File: config.mk
export PLATFORM = sky130hd
export DESIGN_NAME = uart_rx_prog
export DESIGN_NICKNAME = d
export VERILOG_FILES = /design/src/rtl/uart_rx_pkg.sv /design/src/rtl/rx_cfg_reg.sv /design/src/rtl/rx_sampler.sv /design/src/rtl/rx_check.sv /design/src/rtl/uart_rx_prog.sv
export SDC_FILE = /design/constraint.sdc
export NUM_CORES = 1
export LEC_CHECK = 0
export CORE_UTILIZATION = 63
export DETAILED_ROUTE_END_ITERATION = 12
export GPL_TIMING_DRIVEN = 0
export PLACE_DENSITY = 0.88
export SYNTH_ARGS = -nofsm -noshare
export SYNTH_HDL_FRONTEND = slang
export SYNTH_SLANG_ARGS = --single-unit
File: constraint.sdc
create_clock -name clk_i -period 3.9 [get_ports clk_i]
set_input_delay 0.585 -clock clk_i [delete_from_list [all_inputs] [get_ports clk_i]]
set_output_delay 0.585 -clock clk_i [all_outputs]
set_load 0.03 [all_outputs]
File: src/rtl/uart_rx_pkg.sv
package uart_rx_pkg;

  typedef struct packed {
    logic [1:0] len;
    logic       par_off;
    logic       par_even;
    logic       stop2;
  } rx_cfg_t;

  typedef enum logic [1:0] {
    S_IDLE  = 2'd0,
    S_START = 2'd1,
    S_BITS  = 2'd2
  } rx_state_e;

endpackage

File: src/rtl/rx_cfg_reg.sv
module rx_cfg_reg
  import uart_rx_pkg::*;
(
  input  logic    clk_i,
  input  logic    rst_ni,
  input  logic    load_i,
  input  rx_cfg_t cfg_i,
  output rx_cfg_t cfg_o
);

  rx_cfg_t cfg_q, cfg_d;

  always_comb begin
    cfg_d = cfg_q;
    if (load_i) cfg_d = cfg_i;
  end

  always_ff @(posedge clk_i or negedge rst_ni) begin
    if (!rst_ni) cfg_q <= '0;
    else         cfg_q <= cfg_d;
  end

  assign cfg_o = cfg_q;

endmodule

File: src/rtl/rx_sampler.sv
module rx_sampler
  import uart_rx_pkg::*;
#(
  parameter int OVS     = 16,
  parameter int FRAME_W = 12,
  parameter int SYNC    = 2,
  localparam int TW     = $clog2(OVS),
  localparam int CW     = $clog2(FRAME_W + 1)
) (
  input  logic               clk_i,
  input  logic               rst_ni,
  input  logic               tick_i,
  input  logic               rx_i,
  input  logic [CW-1:0]      nbits_i,
  output logic [FRAME_W-1:0] frame_o,
  output logic               done_o
);

  localparam int HALF = OVS / 2;

  logic [SYNC-1:0]    sync_q;
  logic               rx_s;
  rx_state_e          st_q, st_d;
  logic [TW-1:0]      tcnt_q, tcnt_d;
  logic [CW-1:0]      bidx_q, bidx_d;
  logic [FRAME_W-1:0] sh_q, sh_d;
  logic               prev_q, prev_d;
  logic               done_d;

  always_ff @(posedge clk_i or negedge rst_ni) begin
    if (!rst_ni) sync_q <= '1;
    else         sync_q <= {sync_q[SYNC-2:0], rx_i};
  end
  assign rx_s = sync_q[SYNC-1];

  always_comb begin
    st_d   = st_q;
    tcnt_d = tcnt_q;
    bidx_d = bidx_q;
    sh_d   = sh_q;
    prev_d = prev_q;
    done_d = 1'b0;
    if (tick_i) begin
      prev_d = rx_s;
      unique case (st_q)
        S_IDLE: begin
          if (prev_q && !rx_s) begin
            st_d   = S_START;
            tcnt_d = '0;
          end
        end
        S_START: begin
          if (tcnt_q == TW'(HALF - 1)) begin
            tcnt_d = '0;
            bidx_d = '0;
            st_d   = rx_s ? S_IDLE : S_BITS;
          end else begin
            tcnt_d = tcnt_q + 1'b1;
          end
        end
        S_BITS: begin
          if (tcnt_q == TW'(OVS - 1)) begin
            tcnt_d = '0;
            sh_d   = {rx_s, sh_q[FRAME_W-1:1]};
            if (bidx_q == nbits_i - 1'b1) begin
              done_d = 1'b1;
              st_d   = S_IDLE;
            end else begin
              bidx_d = bidx_q + 1'b1;
            end
          end else begin
            tcnt_d = tcnt_q + 1'b1;
          end
        end
        default: st_d = S_IDLE;
      endcase
    end
  end

  always_ff @(posedge clk_i or negedge rst_ni) begin
    if (!rst_ni) begin
      st_q   <= S_IDLE;
      tcnt_q <= '0;
      bidx_q <= '0;
      sh_q   <= '0;
      prev_q <= 1'b1;
      done_o <= 1'b0;
    end else begin
      st_q   <= st_d;
      tcnt_q <= tcnt_d;
      bidx_q <= bidx_d;
      sh_q   <= sh_d;
      prev_q <= prev_d;
      done_o <= done_d;
    end
  end

  assign frame_o = sh_q;

endmodule

File: src/rtl/rx_check.sv
module rx_check
  import uart_rx_pkg::*;
#(
  parameter int FRAME_W = 12,
  parameter int DW      = 8,
  localparam int CW     = $clog2(FRAME_W + 1)
) (
  input  logic [FRAME_W-1:0] frame_i,
  input  logic [CW-1:0]      nbits_i,
  input  rx_cfg_t            cfg_i,
  output logic [DW-1:0]      data_o,
  output logic               perr_o,
  output logic               ferr_o
);

  logic [FRAME_W-1:0] just;
  logic [CW-1:0]      dlen, s1_pos;
  logic               pbit, s1, s2, odd;

  assign just   = frame_i >> (CW'(FRAME_W) - nbits_i);
  assign dlen   = CW'(5) + CW'(cfg_i.len);
  assign s1_pos = dlen + CW'(!cfg_i.par_off);

  for (genvar i = 0; i < DW; i++) begin : g_lane
    assign data_o[i] = (CW'(i) < dlen) ? just[i] : 1'b0;
  end

  always_comb begin
    pbit   = just[dlen];
    s1     = just[s1_pos];
    s2     = just[s1_pos + 1'b1];
    odd    = (^data_o) ^ pbit;
    perr_o = cfg_i.par_off ? 1'b0 : (cfg_i.par_even ? odd : !odd);
    ferr_o = !s1 || (cfg_i.stop2 && !s2);
  end

endmodule

File: src/rtl/uart_rx_prog.sv
module uart_rx_prog
  import uart_rx_pkg::*;
#(
  parameter int OVS     = 16,
  parameter int FRAME_W = 12,
  parameter int DW      = 8,
  parameter int SYNC    = 2,
  localparam int CW     = $clog2(FRAME_W + 1)
) (
  input  logic          clk_i,
  input  logic          rst_ni,
  input  logic          tick16_i,
  input  logic          rx_i,
  input  logic [1:0]    cfg_len_i,
  input  logic          cfg_par_off_i,
  input  logic          cfg_par_even_i,
  input  logic          cfg_stop2_i,
  input  logic          cfg_load_i,
  input  logic          dr_clr_i,
  output logic [DW-1:0] rbuf_o,
  output logic          dready_o,
  output logic          perr_o,
  output logic          ferr_o,
  output logic          oerr_o
);

  logic [1:0]         rst_sync_q;
  logic               rst_n;
  rx_cfg_t            cfg_in, cfg;
  logic [CW-1:0]      nbits;
  logic [FRAME_W-1:0] frame;
  logic               done;
  logic [DW-1:0]      data_w;
  logic               perr_w, ferr_w;

  logic [DW-1:0] rbuf_q, rbuf_d;
  logic          dr_q, dr_d, pe_q, pe_d, fe_q, fe_d, oe_q, oe_d;

  always_ff @(posedge clk_i or negedge rst_ni) begin
    if (!rst_ni) rst_sync_q <= 2'b00;
    else         rst_sync_q <= {rst_sync_q[0], 1'b1};
  end
  assign rst_n = rst_sync_q[1];

  assign cfg_in = '{len: cfg_len_i, par_off: cfg_par_off_i,
                    par_even: cfg_par_even_i, stop2: cfg_stop2_i};

  rx_cfg_reg u_cfg (
    .clk_i (clk_i),
    .rst_ni(rst_n),
    .load_i(cfg_load_i),
    .cfg_i (cfg_in),
    .cfg_o (cfg)
  );

  assign nbits = CW'(6) + CW'(cfg.len) + CW'(!cfg.par_off) + CW'(cfg.stop2);

  rx_sampler #(.OVS(OVS), .FRAME_W(FRAME_W), .SYNC(SYNC)) u_smp (
    .clk_i  (clk_i),
    .rst_ni (rst_n),
    .tick_i (tick16_i),
    .rx_i   (rx_i),
    .nbits_i(nbits),
    .frame_o(frame),
    .done_o (done)
  );

  rx_check #(.FRAME_W(FRAME_W), .DW(DW)) u_chk (
    .frame_i(frame),
    .nbits_i(nbits),
    .cfg_i  (cfg),
    .data_o (data_w),
    .perr_o (perr_w),
    .ferr_o (ferr_w)
  );

  always_comb begin
    rbuf_d = rbuf_q;
    pe_d   = pe_q;
    fe_d   = fe_q;
    oe_d   = oe_q;
    dr_d   = dr_q;
    if (dr_clr_i) dr_d = 1'b0;
    if (done) begin
      rbuf_d = data_w;
      pe_d   = perr_w;
      fe_d   = ferr_w;
      oe_d   = dr_q && !dr_clr_i;
      dr_d   = 1'b1;
    end
  end

  always_ff @(posedge clk_i or negedge rst_n) begin
    if (!rst_n) begin
      rbuf_q <= '0;
      dr_q   <= 1'b0;
      pe_q   <= 1'b0;
      fe_q   <= 1'b0;
      oe_q   <= 1'b0;
    end else begin
      rbuf_q <= rbuf_d;
      dr_q   <= dr_d;
      pe_q   <= pe_d;
      fe_q   <= fe_d;
      oe_q   <= oe_d;
    end
  end

  assign rbuf_o   = rbuf_q;
  assign dready_o = dr_q;
  assign perr_o   = pe_q;
  assign ferr_o   = fe_q;
  assign oerr_o   = oe_q;

endmodule

# [After elaboration in Yosys (flattened, before gate mapping)]
# Index checks and enable logic that the tools add are counted.
[word_totals] regBits=45 inputBits=11
[classes] n_addsub=10 order_cmp=11 n_eq_ne=10 shifts=1 mux=36 bitwise=1 n_reduce_logical=19
[ops] operator="2-to-1 mux 4 bit" count=6
[ops] operator="2-to-1 mux 1 bit" count=19
[ops] operator="< comparator 3 x 4 -> 1 bit, first input constant" count=4
[ops] operator="< comparator 4 x 5 -> 1 bit, second input constant" count=3
[ops] operator="adder 4 x 1 -> 4 bit" count=3
[ops] operator="adder 4 x 1 -> 4 bit, second input constant" count=3
[ops] operator="binary-select mux 1 bit (select 4 bit)" count=3
[ops] operator="one-hot mux 4 bit (3 select lines)" count=1
[ops] operator="right shift 12 x 4 -> 12 bit" count=1
[ops] operator="2-to-1 mux 2 bit" count=5
[ops] operator="AND reduction 5 bit" count=2
[ops] operator="adder 3 x 2 -> 4 bit, first input constant" count=2
[ops] operator="< comparator 1 x 4 -> 1 bit, first input constant" count=2
[ops] operator="< comparator 2 x 4 -> 1 bit, first input constant" count=2
[ops] operator="inequality test 2 x 1 -> 1 bit, second input constant" count=4
[ops] operator="one-hot mux 4 bit (2 select lines)" count=1
[ops] operator="XOR reduction 8 bit" count=1
[ops] operator="zero test 1 bit" count=6
[ops] operator="one-hot mux 2 bit (3 select lines)" count=1
[ops] operator="AND reduction 3 bit" count=2
[ops] operator="== test 4 x 3 -> 1 bit, second input constant" count=1
[ops] operator="== test 4 bit" count=1
[ops] operator="== test 4 bit, second input constant" count=1
[ops] operator="nonzero test 2 bit" count=2
[ops] operator="10 further kinds" count=12

# [Longest topological paths before layout]
# Gate-level depths: netlist (run 1).
[depth] depth_word=11 mapped_depth=13 mapped_depth_nobuf=11

# [Hierarchy]
# Synthesis (run 1) repeated with hierarchy kept, for this count alone.
[hier_totals] hier_cells=276 area_unflattened_um2=3280.6
[modules_own_cells] module="rx_sampler" n_inst=1 cells_each=106 area_per_inst_um2=1316.3
[modules_own_cells] module="rx_check" n_inst=1 cells_each=122 area_per_inst_um2=1183.6
[modules_own_cells] module="uart_rx_prog" n_inst=1 cells_each=38 area_per_inst_um2=599.3
[modules_own_cells] module="rx_cfg_reg" n_inst=1 cells_each=10 area_per_inst_um2=181.4

# [Least setup slack after synthesis (run 1)]
# No wires, ideal clock.
[synth_timing] path_type="reg2reg" start="register u_cfg.cfg_q, in the netlist u_cfg.cfg_o[3]" end="register fe_q (netlist: ferr_o)" setup_ns=0.126 arrival_ns=3.371 required_time_ns=3.774 path_slack_ns=0.403 stages_incl_launch_ff=13 n_path_buf=1 period_less_slack_ns=3.497 path_cell_list="dfrtp_1 inv_1 fa_1 fa_1 inv_1 buf_2 mux2_1 o2bb2ai_1 a21oi_1 mux4_2 nand2_1 o211ai_1 a221o_1"
[synth_via] elab_chain_len=10
[synth_rtl] element="start: declaration" line="rx_cfg_reg.sv:11" source="rx_cfg_t cfg_q, cfg_d;"
[synth_rtl] element="start signal: assignment" line="rx_cfg_reg.sv:20" source="else cfg_q <= cfg_d;"
[synth_rtl] element="adder 3 x 2 -> 4 bit" line="uart_rx_prog.sv:56" source="assign nbits = CW'(6) + CW'(cfg.len) + CW'(!cfg.par_off) + CW'(cfg.stop2);"
[synth_rtl] element="adder 4 x 1 -> 4 bit (2 in a row)" line="uart_rx_prog.sv:56"
[synth_rtl] element="subtractor 4 bit" line="rx_check.sv:20" source="assign just = frame_i >> (CW'(FRAME_W) - nbits_i);"
[synth_rtl] element="right shift 12 x 4 -> 12 bit" line="rx_check.sv:20"
[synth_rtl] element="binary-select mux 1 bit (select 4 bit)" line="rx_check.sv:31" source="s2 = just[s1_pos + 1'b1];"
[synth_rtl] element="2-to-1 mux 1 bit (implied by the code)" line="rx_check.sv:31"
[synth_rtl] element="zero test 1 bit" line="rx_check.sv:34" source="ferr_o = !s1 || (cfg_i.stop2 && !s2);"
[synth_rtl] element="logical AND 1 bit" line="rx_check.sv:34"
[synth_rtl] element="logical OR 1 bit *" line="rx_check.sv:34"
[synth_rtl] element="end signal: assignment" line="uart_rx_prog.sv:98" source="fe_q <= 1'b0;"
[synth_rtl] element="end signal: assignment" line="uart_rx_prog.sv:104" source="fe_q <= fe_d;"
[synth_rtl] element="end: declaration" line="uart_rx_prog.sv:37" source="logic dr_q, dr_d, pe_q, pe_d, fe_q, fe_d, oe_q, oe_d;"
# Mark *: on every way between the ends. The rest lies on a longest branch, timed or not. The select of a mux whose other input is x is not followed.
# A chain may end at the register's enable or synchronous reset.

# [Final worst setup path (run 1)]
# Ends and elaborated chain as after synthesis.

==> impl_metrics.ini, run 1 <==
[route]
drtPass1Iterations = 8
ant_nets = 0
avgRoutedWirePerCell_um = 17.1
first_iter_violations = 156
drt_wl_total_um = 6270
num_vias = 2310
drc = 2
viasPerCell = 6.29

[global_route]
antenna_found_initial = 0
grt_usage = 0.274
grt_first_pass_wirelength_um = 10600
grt_max_degree = 44
grt_pass1_vias = 2220
overflow = 0

[floorplanning]
num_rows = 24
dieWidth_um = 70.9
start_util = 0.669
io_pins = 23
die_area_mm2 = 0.00503
die_y_um = 70.9
core_area_mm2 = 0.00447

[sta]
finalCritPeriodShare = 0.967
setup_viol = 0
slew_viol_final = 0
rsz0062_at_grt = no
fmax_ghz = 0.265
min_period_ps = 3770
tightestPinTransition_ps = 921
maxSlewHeadroom = 0.386
whs_ps = 357
hold_viol = 0
fin_skew_ps = 7.68

[worst_hold_path]
min_from = rst_sync_q[0]$_DFF_PN0_
hold_depth = 0
min_to = rst_sync_q[1]$_DFF_PN0_
hold_path.class = register to register

[synth]
avgSynthCellArea_um2 = 10.5
ys_seq_area_frac = 0.378
synth_fp_nets = 312
async_flop_share = 1.00
synth.distinct_cells = 59
ys_seq_elements = 45
yosysWarnings = 0
synth_area_mm2 = 0.00299
synth_edf_count = 0
synth_ff_type = dfrtp_1
synthCells = 286

[placement]
dpl.hpwl_um = 4680
port-buffer-count = 21
globalplace.congestion = 0.928
place_inst = 359

[pwr]
leakagePower_uw = 0.00150
power_density_mw_per_mm2 = 439
ir_worst_vdd_mv = 0.293

[worst_setup_path]
regToRegSetupSlack_ps = 130
reg2reg_depth = 12
crit_path_start = u_cfg.cfg_o[3]$_DFFE_PN0P_
reg2reg_from = u_cfg.cfg_o[3]$_DFFE_PN0P_
cp.required_ps = 4080
cp_cell_sequence = inv_2 -> fa_1 -> fa_2 -> inv_1 -> buf_2 -> mux2_1 -> o2bb2ai_1 -> a21oi_1 -> mux4_2 -> nand2_1 -> o211ai_1 -> a221o_1
r2r_end = ferr_o$_DFFE_PN0P_
slowest_delay_ps = 640
worstSetupPathType = register to register
critPathCaptureType = register
critPathLaunchType = register
cp_data_arrival_time_ps = 3950
slowest_stage = fa_2
critPathMaxFanout = 10

[status]
status = finished, violations left
failed_checks = design-rule violations

[cells_and_area]
antenna_cells = 0
fin_nets = 340
syn_to_final_growth_pct = 12.2
final_cell_count_no_fill = 367
layout-drive-gt1-share = 0.197

[clock_tree]
cts_sinks = 45
cts-root-buf = clkbuf_8
clk_latency_ps = 300
cts_inserted_buffers = 5
cts.htree.levels = 2
clk_pin_slew_worst_paths_ps = 80
cts_tree = yes
clock_path_buffers = 2

[job]
cap_violations = 0
## power breakdown
part           internal (µW)  switching [µW]  total, µW
combinational            287             364        650
sequential               502            44.3        546
clock                    127             151        278
total                    916             559       1470
## cell families (layout without fill, tap and decap cells)
| logic type | count (synthesis) | count (layout) | share of synthesized area |
|---|---|---|---|
| AOI/OAI and AO/OA | 66 | 66 | 0.154 |
| xor gates and xnor gates | 9 | 9 | 0.0334 |
| adders and majority gates | 15 | 15 | 0.0702 |
| buffers and inverters | 28 | 57 | 0.0447 |
| DFF | 45 | 45 | 0.378 |
| muxes | 43 | 43 | 0.186 |
| other | 1 | 1 | 0.00125 |
| and+or+nand+nor | 79 | 79 | 0.132 |
## worst max-delay path by stage
stage / slack, ps / cells past startpoint / end
after floorplan: 400 / 12 / ferr_o$_DFFE_PN0P_
after global placement: 50 / 12 / ferr_o$_DFFE_PN0P_
after detailed placement: -0.7 / 12 / ferr_o$_DFFE_PN0P_
after CTS: 40 / 12 / ferr_o$_DFFE_PN0P_
after global routing: 20 / 12 / ferr_o$_DFFE_PN0P_
final: 130 / 12 / ferr_o$_DFFE_PN0P_
## registers in the layout, indices dropped and copies added (netlist names), 2 cells and up
signal,cells
u_smp.bidx_q,4
rst_sync_q,2
rbuf_o,8
u_smp.tcnt_q,4
u_smp.sync_q,2
u_smp.frame_o,12
u_smp.st_q,2
u_cfg.cfg_o,5
## per-stage QoR
step	setup slack, ps	power [µW]	TNS (ps)	area [µm²]	utilization
6_report	130	1470	0	3360	0.750
5_1_grt	17.2	1560	0	3360	0.750
4_1_cts	35.9	1470	0	3350	0.749
3_5_place_dp	-0.746	1190	-0.746	3270	0.731
3_3_place_gp	48.3	1160	0	3270	0.730
2_1_floorplan	403	1060	0	2990	-
## cell type report
type | count | area (µm²)
clock inverter | 1 | 7.51
fill | 314 | 1120
sequential | 45 | 1130
buffer | 14 | 81.3
multi-input combinational | 213 | 1730
timing repair buffer | 21 | 210
inverter | 14 | 52.6
tap | 52 | 65.1
clock buffer | 7 | 76.3
## Yosys cell counts, types with 4 or more instances
| master | n | area (µm²) |
|---|---|---|
| dfrtp_1 | 42 | 1050 |
| ha_1 | 12 | 150 |
| mux2_2 | 19 | 214 |
| xnor2_1 | 6 | 52.6 |
| nor2_1 | 19 | 71.3 |
| buf_2 | 4 | 20.0 |
| a21oi_1 | 13 | 65.1 |
| nor2b_1 | 4 | 25.0 |
| a22o_1 | 5 | 43.8 |
| nor3_1 | 4 | 20.0 |
| a31oi_1 | 5 | 31.3 |
| o21ai_0 | 18 | 90.1 |
| clkbuf_1 | 5 | 18.8 |
| nand3_1 | 7 | 35.0 |
| nand2_1 | 28 | 105 |
| o211ai_1 | 4 | 30.0 |
| mux4_2 | 7 | 158 |
| mux2i_1 | 13 | 130 |
| inv_1 | 14 | 52.6 |
## worst max-delay path: cells and delay by family (launching register included)
kind	cells	cell delay [ps]
AOI/OAI and AO/OA	4	700
DFF	1	460
and+or+nand+nor	1	80
buffers and inverters	3	430
adders and majority gates	2	1140
muxes	2	850
## what timing repair did
action | in CTS | in global routing
hold endpoints to repair | 0 | 0
resized for setup | 1 | 2
buffers inserted | 0 | 0
endpoints found under the setup margin | 1 | 1
hold buffers | 0 | 0
## per-layer routing
layer | up-vias | share of wire | track usage
li1 | 1086 | - | -
met1 | 1109 | 0.42 | 0.355
met2 | 95 | 0.49 | 0.458
met3 | 20 | 0.062 | 0.0570
met4 | 0 | 0.024 | 0.100
met5 | - | 0 | 0
## cell usage in the layout (no fill, tap or decap), drive strengths merged, types with 8 or more instances in the layout
master	instances
mux2i	13
clkbuf	12
buf	9
o21ai	18
nor2	21
inv	14
mux2	23
a21oi	13
ha	12
nand2	29
nand3	8
dfrtp	42
clkdlybuf4s50	21
No activity file was read; power rests on OpenSTA's default activity.
==> run 2: changes to the inputs <==
--- a/config.mk
+++ b/config.mk
@@ -5,9 +5,12 @@
 export SDC_FILE = /design/constraint.sdc
 export NUM_CORES = 1
 export LEC_CHECK = 0
-export CORE_UTILIZATION = 63
+export CELL_PAD_IN_SITES_DETAIL_PLACEMENT = 0
+export CELL_PAD_IN_SITES_GLOBAL_PLACEMENT = 1
+export CORE_UTILIZATION = 50
 export DETAILED_ROUTE_END_ITERATION = 12
 export GPL_TIMING_DRIVEN = 0
+export HOLD_SLACK_MARGIN = 0.03
 export PLACE_DENSITY = 0.88
 export SYNTH_ARGS = -nofsm -noshare
 export SYNTH_HDL_FRONTEND = slang
==> constraint.sdc (replaced) <==
create_clock -name clk_i -period 3.9 [get_ports clk_i]
set_input_delay 0.78 -clock clk_i [delete_from_list [all_inputs] [get_ports clk_i]]
set_output_delay 0.78 -clock clk_i [all_outputs]
set_load 0.03 [all_outputs]
==> run 2 against run 1 <==
  * The flow now finishes without violations
  * Die area grew 25%
  * Combinational power shrank 1%
  * Hold slack lost 290 ps
  * Clock skew shrank 1.4 ps
  * Via count shrank 4.5%
  * Cell area grew 2.1%
  * First-iteration DRC count grew 42%
  * Largest power group unchanged
  * Clock power grew 24%
  * Worst setup slack gained 91 ps
  * Global-route usage shrank 5.6 points
  * Non-clock buffer count grew 1
==> impl_metrics.ini, run 2 (same netlist as run 1, synthesis figures left out) <==
[worst_setup_path]
cp_cell_sequence = inv_1 -> fa_1 -> fa_2 -> inv_1 -> buf_2 -> mux2_1 -> o2bb2ai_1 -> a21oi_1 -> mux4_2 -> nand2_1 -> o211ai_1 -> a221o_1
slowest_stage = fa_1
crit_buf_inv = 3
slowest_delay_ps = 610
critPathCaptureType = register
cp_common_cell = inv_1
cp.required_ps = 4080
critPathLaunchType = register
cp_data_arrival_time_ps = 3860
worstSetupPathType = register to register
critPathMaxFanout = 10
critPathTopFamily = adder cells

[pwr]
ir_worst_vdd_mv = 0.278
power_density_mw_per_mm2 = 445
leakagePower_uw = 0.00152

[sta]
setup-tns-final_ps = 0
rsz0062_at_grt = no
finalCritPeriodShare = 0.943
fmax_ghz = 0.272
hold_viol = 0
fin_skew_ps = 6.25
min_period_ps = 3680
setup_viol = 0
tightestPinTransition_ps = 564
maxSlewHeadroom = 0.624
slew_viol_final = 0

[clock_tree]
clk_pin_slew_worst_paths_ps = 80
clock_path_buffers = 2
cts_tree = yes
cts_inserted_buffers = 5
cts.htree.levels = 2
cts_hold_buffers = 0
cts_sinks = 45
cts-root-buf = clkbuf_8
clk_latency_ps = 300

[cells_and_area]
syn_to_final_growth_pct = 14.5
mostFrequentLayoutCell = dfrtp_1
fin_nets = 341
layout-drive-gt1-share = 0.203
antenna_cells = 0
stdcell_area_mm2 = 0.00343
final_cell_mix = dfrtp_1, nand2_1, clkdlybuf4s50_1
largest_reg_flops = 12

[floorplanning]
start_util = 0.530
core_area_mm2 = 0.00564
die_area_mm2 = 0.00630
die_y_um = 79.4
io_pins = 23
num_rows = 27
dieWidth_um = 79.4

[global_route]
grt_first_pass_wirelength_um = 10500
grt_pass1_vias = 2151
antenna_found_initial = 0
grt_usage = 0.217
grt_max_degree = 42
overflow = 0

[placement]
globalplace.congestion = 0.877
port-buffer-count = 21
dpl.hpwl_um = 4680
placed_area_mm2 = 0.00331

[route]
drc = 0
num_vias = 2207
first_iter_violations = 221
drt_wl_total_um = 6120
avgRoutedWirePerCell_um = 15.8
ant_nets = 0
drtPass1Iterations = 4
viasPerCell = 5.69

[job]
cap_violations = 0

[status]
status = finished, final reports clean

[worst_hold_path]
hold_path.class = register to asynchronous set/reset pin
[run 2: path summary, 6_finish.rpt]
kind,depth (start not counted),from,slack [ps],endpoint
worst max register to register,12,u_cfg.cfg_o[0]$_DFFE_PN0P_,220,ferr_o$_DFFE_PN0P_
worst min register to register,0,rst_sync_q[1]$_DFF_PN0_,60,dready_o$_DFFE_PN0P_
min in group clk_i,0,u_smp.sync_q[0]$_DFF_PN1_,360,u_smp.sync_q[1]$_DFF_PN1_
worst min-delay path,0,rst_sync_q[1]$_DFF_PN0_,60,dready_o$_DFFE_PN0P_
worst max-delay path,12,u_cfg.cfg_o[0]$_DFFE_PN0P_,220,ferr_o$_DFFE_PN0P_
max in group asynchronous,1,rst_ni,3140,rst_sync_q[1]$_DFF_PN0_
[run 2: stage by stage]
stage,total power [µW],std cells,hold slack (ps),utilization,setup slack (ps)
2_1_floorplan,1060,286,331,-,403
3_3_place_gp,1180,379,342,0.584,100
3_5_place_dp,1190,380,61.1,0.587,56.1
4_1_cts,1530,388,69.5,0.607,65.5
5_1_grt,1630,388,71.7,0.607,49.0
6_report,1530,388,64.7,0.607,220
[run 2: layout make-up]
type,instances,area [µm²]
Fill cell,476,2220
Multi-Input combinational cell,213,1730
Sequential cell,45,1130
Timing Repair Buffer,22,230
Tap cell,72,90.1
Buffer,14,81.3
Clock buffer,6,72.6
Inverter,14,52.6
Clock inverter,2,35.0
[run 2: where the power goes]
part           internal, µW  total (µW)  switching (µW)  leakage [µW]
logic                   288         642             354      0.000885
registers               502         539            36.8      0.000582
clock network           190         344             154     0.0000552
[run 2: layer usage]
metal,global-route usage,vias up,part of all wire
met2,0.342,57,0.46
met4,0.0655,0,0.015
li1,-,1089,-
met5,0,-,0
met3,0.0414,9,0.048
met1,0.304,1052,0.47
[run 2: repair_timing]
item	4_1_cts	5_1_grt
setup buffers	0	0
endpoints found under the setup margin	0	2
gates resized for setup	0	3
[run 2: worst register-to-register path: stages (launching register included)]
cell	delay, ps
dfrtp_1	400
inv_1	90
fa_1	610
fa_2	510
inv_1	130
buf_2	230
mux2_1	340
o2bb2ai_1	170
a21oi_1	110
mux4_2	500
nand2_1	80
o211ai_1	80
a221o_1	320
